===== src/rtl/ushift_pkg.sv =====
package ushift_pkg;

    typedef enum logic [1:0] {
        MODE_HOLD = 2'b00,
        MODE_SHR  = 2'b01,
        MODE_SHL  = 2'b10,
        MODE_LOAD = 2'b11
    } mode_t;

    typedef struct packed {
        logic hold;
        logic shr;
        logic shl;
        logic load;
    } mode_oh_t;

endpackage


===== src/rtl/ushift_mode_dec.sv =====
module ushift_mode_dec
    import ushift_pkg::*;
(
    input  logic [1:0] sel,
    output mode_oh_t   oh
);

    always_comb begin
        oh = '0;
        unique case (mode_t'(sel))
            MODE_HOLD: oh.hold = 1'b1;
            MODE_SHR:  oh.shr  = 1'b1;
            MODE_SHL:  oh.shl  = 1'b1;
            MODE_LOAD: oh.load = 1'b1;
        endcase
    end

endmodule


===== src/rtl/ushift_core.sv =====
module ushift_core
    import ushift_pkg::*;
#(
    parameter int WIDTH = 8
) (
    input  logic             clk,
    input  logic             rst_n,
    input  mode_oh_t         oh,
    input  logic             ser_r_in,
    input  logic             ser_l_in,
    input  logic [WIDTH-1:0] par_in,
    output logic [WIDTH-1:0] q
);

    localparam int TOP = WIDTH - 1;

    logic [WIDTH-1:0] q_nxt;

    for (genvar g = 0; g < WIDTH; g++) begin : g_bit
        logic from_lo;
        logic from_hi;

        if (g == 0) begin : g_lo_end
            assign from_lo = ser_r_in;
        end else begin : g_lo_mid
            assign from_lo = q[g-1];
        end

        if (g == TOP) begin : g_hi_end
            assign from_hi = ser_l_in;
        end else begin : g_hi_mid
            assign from_hi = q[g+1];
        end

        always_comb begin
            if (oh.hold)      q_nxt[g] = q[g];
            else if (oh.load) q_nxt[g] = par_in[g];
            else if (oh.shr)  q_nxt[g] = from_lo;
            else if (oh.shl)  q_nxt[g] = from_hi;
            else              q_nxt[g] = q[g];
        end
    end

    always_ff @(posedge clk or negedge rst_n) begin
        if (!rst_n) q <= '0;
        else        q <= q_nxt;
    end

endmodule


===== src/rtl/ushift_bus_ctl.sv =====
module ushift_bus_ctl (
    input  logic load_sel,
    input  logic dis_a,
    input  logic dis_b,
    output logic bus_oe
);

    always_comb begin
        bus_oe = !(dis_a || dis_b) && !load_sel;
    end

endmodule


===== src/rtl/ushift_bus_reg.sv =====
module ushift_bus_reg
    import ushift_pkg::*;
#(
    parameter int WIDTH = 8
) (
    input  logic             clk,
    input  logic             rst_n,
    input  logic [1:0]       sel,
    input  logic             ser_r_in,
    input  logic             ser_l_in,
    input  logic             dis_a,
    input  logic             dis_b,
    input  logic [WIDTH-1:0] bus_in,
    output logic [WIDTH-1:0] bus_out,
    output logic             bus_oe,
    output logic             ser_lo_out,
    output logic             ser_hi_out
);

    localparam int TOP = WIDTH - 1;

    mode_oh_t         oh;
    logic [WIDTH-1:0] q;

    ushift_mode_dec u_dec (
        .sel (sel),
        .oh  (oh)
    );

    ushift_core #(.WIDTH(WIDTH)) u_core (
        .clk      (clk),
        .rst_n    (rst_n),
        .oh       (oh),
        .ser_r_in (ser_r_in),
        .ser_l_in (ser_l_in),
        .par_in   (bus_in),
        .q        (q)
    );

    ushift_bus_ctl u_ctl (
        .load_sel (oh.load),
        .dis_a    (dis_a),
        .dis_b    (dis_b),
        .bus_oe   (bus_oe)
    );

    assign bus_out    = q;
    assign ser_lo_out = q[0];
    assign ser_hi_out = q[TOP];

endmodule


===== config.mk =====
export PLATFORM = sky130hd
export DESIGN_NAME = ushift_bus_reg
export DESIGN_NICKNAME = d
export VERILOG_FILES = /design/src/rtl/ushift_pkg.sv /design/src/rtl/ushift_mode_dec.sv /design/src/rtl/ushift_core.sv /design/src/rtl/ushift_bus_ctl.sv /design/src/rtl/ushift_bus_reg.sv
export SDC_FILE = /design/constraint.sdc
export NUM_CORES = 1
export LEC_CHECK = 0
export CORE_MARGIN = 10
export CORE_UTILIZATION = 30
export DETAILED_ROUTE_END_ITERATION = 12
export HOLD_SLACK_MARGIN = 0.03
export PLACE_DENSITY_LB_ADDON = 0.08
export SYNTH_ARGS = -nofsm -noshare
export SYNTH_HDL_FRONTEND = slang
export SYNTH_SLANG_ARGS = --single-unit
export TNS_END_PERCENT = 100

===== constraint.sdc =====
create_clock -name clk -period 1.3 [get_ports clk]
set_input_delay 0.26 -clock clk [delete_from_list [all_inputs] [get_ports clk]]
set_output_delay 0.26 -clock clk [all_outputs]
set_load 0.02 [all_outputs]

==> impl_results.md <==
- CTS sink cnt: 8
- Total of buffers placed on input and output ports: 26
- Largest area contributor in the netlist: sky130_fd_sc_hd__dfrtp_1
- Most instantiated cells after synthesis: sky130_fd_sc_hd__dfrtp_1, sky130_fd_sc_hd__mux4_2, sky130_fd_sc_hd__buf_4, sky130_fd_sc_hd__buf_6, sky130_fd_sc_hd__a211oi_1
- Worst VDD drop: 0.601 mV
- Part of the total power dissipated in the clock network: 19.1%
- Sequential power share: 36.2%
- CTS H-tree lvls: 1
- Switching part of the total power: 31.5%
- Internal Power: 0.650 mW
- Critical path startpoint category: input pin
- Finished Cell Area: 753 um2
- Routed wire length per instance: 18.8 um
- Top_reg_cell synth: sky130_fd_sc_hd__dfrtp_1
- Mean instance size in the synthesized netlist: 20.3 um2
- Dominant cells by area after synthesis: sky130_fd_sc_hd__dfrtp_1, sky130_fd_sc_hd__mux4_2, sky130_fd_sc_hd__buf_6
- Share of the synthesized area in the top cell type: 47.1%
- Core box area: 1320 um2
- Post-detailed-placement cell area: 719 um2
- Class of the worst hold path: in2async
- Clock skew after layout: 3.92 ps
- Number of synthesized flops with an enable pin: 0
- Worst path arrival time: 1030 ps
- Overall fraction of global-route tracks in use: 8.18%
- Vias per cell: 5.34
- Initial antenna violation count: 0
- Routed via count: 363
- Launch instance of the worst register-to-register path: u_core.q[3]
- Overall die height: 57.7 um
- Number of setup violations in the final report: 0
- Min cycle time layout: 1290 ps
- Total of warnings raised by yosys: 0
- Areal power density over the cells: 1260 nW/um2
- Final clock period utilization by the worst path: 99.0%
- Post-route non-filler standard cell count: 68
- Final WS setup: 12.5 ps
- Status: finished clean
- Highest net fanout along the worst path: 1
- Number of storage elements in the synthesis netlist: 8
- Async set-or-reset flop fraction in the synthesized netlist: 100%
- Data required, critical path: 1040 ps
- Clock tree from TritonCTS: done
- Cell area after technology mapping: 425 um2
- Setup Slack @ Placement: -540 ps
- Area growth from synthesis to final layout: 77.1%
- Sort of element at the end of the critical path: primary output
- Remaining routing DRC violations: 0
- Clock-pin slew of the registers on the worst-case setup and hold paths: 50 ps
- Syn Nets: 37
- Layout net count: 71
- Setup slack on the worst flop-to-flop path: 180 ps
- Cell count after synthesis: 21
- CP cell instances: clkdlybuf4s50_1 > a211oi_2 > buf_4
- Net switching power: 0.299 mW
- Proportion of layout cells with a drive suffix above 1: 37.7%
- Number of antenna repair diodes: 0
- Initial cell density of the core: 32.3%
- Source-to-sink clock delay at the later pin of the worst-skew pair: 250 ps
- Largest net degree at the start of global routing: 9
- Wire length after detailed routing: 1280 um
- Maximum operating frequency: 777 MHz
- Remaining global-route overflow: 0
- Detailed Route Iter0 Violations: 13
- First-pass iteration count of the detailed router: 4
- Top Registers: u_core.q: 8 flops
- Via count of the first global-routing pass: 440
- Boundary Pins: 27
- Max incr delay on CP: 430 ps
- Post-synthesis sequential area ratio: 47.1%
- Least-Margin Pin Slew: 333 ps
- Number of slew-limit violations in the final report: 0
- Routability cong.: 0.700
- Number of buffers between clock root and the deepest sink: 2
- # hold bufs at CTS: 0
- Hold slack final: 274 ps
- Unique masters post-synth: 5
- Endpoint of the worst register-to-register path: u_core.q[3]
- Cell count after placement: 65
- Die footprint: 3320 um2
- Final antenna-violating net count: 0
- Worst r2r path cells: 2
- Final cell utilization of the core: 57.2%
- Gate power share: 44.7%
- # Max-Cap Violations: 0
- Cell with the largest stage delay on the worst path: sky130_fd_sc_hd__clkdlybuf4s50_1
- Total number of placement rows: 13
- Total clock buffers created by CTS: 3
- Cell at the root of the clock tree: sky130_fd_sc_hd__clkbuf_4
- Worst max-slew margin expressed relative to the limit: 77.8%
- Number of hold violations in the final report: 0
- Leakage power: 0.337 nW
- Register bank with the most flops: u_core.q
- Crit Path Category: in2out
- Number of flip-flops under the largest register name: 8
- Post-CTS Setup Bufs: 0
- Global-route wire length before repair: 2040 um
- Chip Width: 57.7 um
[repair_timing]
action,4_1_cts,5_1_grt
setup endpoints to repair,18,14
pin swaps,0,1
gates resized for setup,16,11
endpoints found under the hold margin,0,0
[worst max-delay path, delay by kind of cell]
family / cells / cell delay [ps]
buf+inv: 2 / 600
compound gates: 1 / 170
[cell type report]
type | count | area (um2)
clock buffer | 3 | 22.5
fill | 111 | 564
multi-input combinational | 9 | 193
sequential | 8 | 200
tap | 15 | 18.8
timing repair buffer | 33 | 319
[stage by stage]
step                power, mW  TNS, ps
CTS                     0.952     -170
global route             1.01    -13.0
global placement        0.804    -2610
detailed placement      0.816    -2760
finish                  0.948        0
floorplan               0.558        0
[kinds of logic (layout without fill, tap and decap cells)]
family / Yosys count / in the layout / synth area share [%]
multiplexers: 8 / 8 / 42.4
flip-flops: 8 / 8 / 47.1
buffers and inverters: 4 / 36 / 8.82
AO/OA/AOI/OAI: 1 / 1 / 1.77
[worst max-delay path by stage]
stage                start  cells past startpoint      to  slack [ps]
floorplan           sel[0]                      2  bus_oe          70
global placement    sel[0]                      3  bus_oe        -540
detailed placement  sel[0]                      3  bus_oe        -540
CTS                 sel[0]                      3  bus_oe        -110
global route         dis_a                      3  bus_oe         -10
finish               dis_a                      3  bus_oe          10
[per-layer routing]
metal  part of all wire (%)  track usage (%)  vias to the layer above
met4                    4.7             9.73                        0
met2                     41             9.82                       35
li1                       -                -                      150
met3                     18             6.10                        7
met5                      0                0                        -
met1                     36             8.10                      171
[layout by cell type (no fill, tap or decap)]
master                            synthesis  routed
sky130_fd_sc_hd__dfrtp_1                  8       8
sky130_fd_sc_hd__clkdlybuf4s50_1          0      12
sky130_fd_sc_hd__mux4_2                   8       8
sky130_fd_sc_hd__buf_4                    2       6
sky130_fd_sc_hd__buf_6                    2       2
sky130_fd_sc_hd__a211oi_2                 0       1
sky130_fd_sc_hd__clkdlybuf4s15_1          0       5
sky130_fd_sc_hd__dlygate4sd2_1            0       5
sky130_fd_sc_hd__dlymetal6s2s_1           0       3
sky130_fd_sc_hd__clkbuf_4                 0       3
[power groups by stage]
stage                     Sequential, mW  Clock, mW  Combinational [mW]
after floorplan                    0.416          0               0.142
after global placement             0.344          0               0.460
after detailed placement           0.350          0               0.466
after CTS                          0.344      0.188               0.420
after global routing               0.352      0.203               0.454
final                              0.344      0.181               0.423
(Power assumes the default switching activity.)
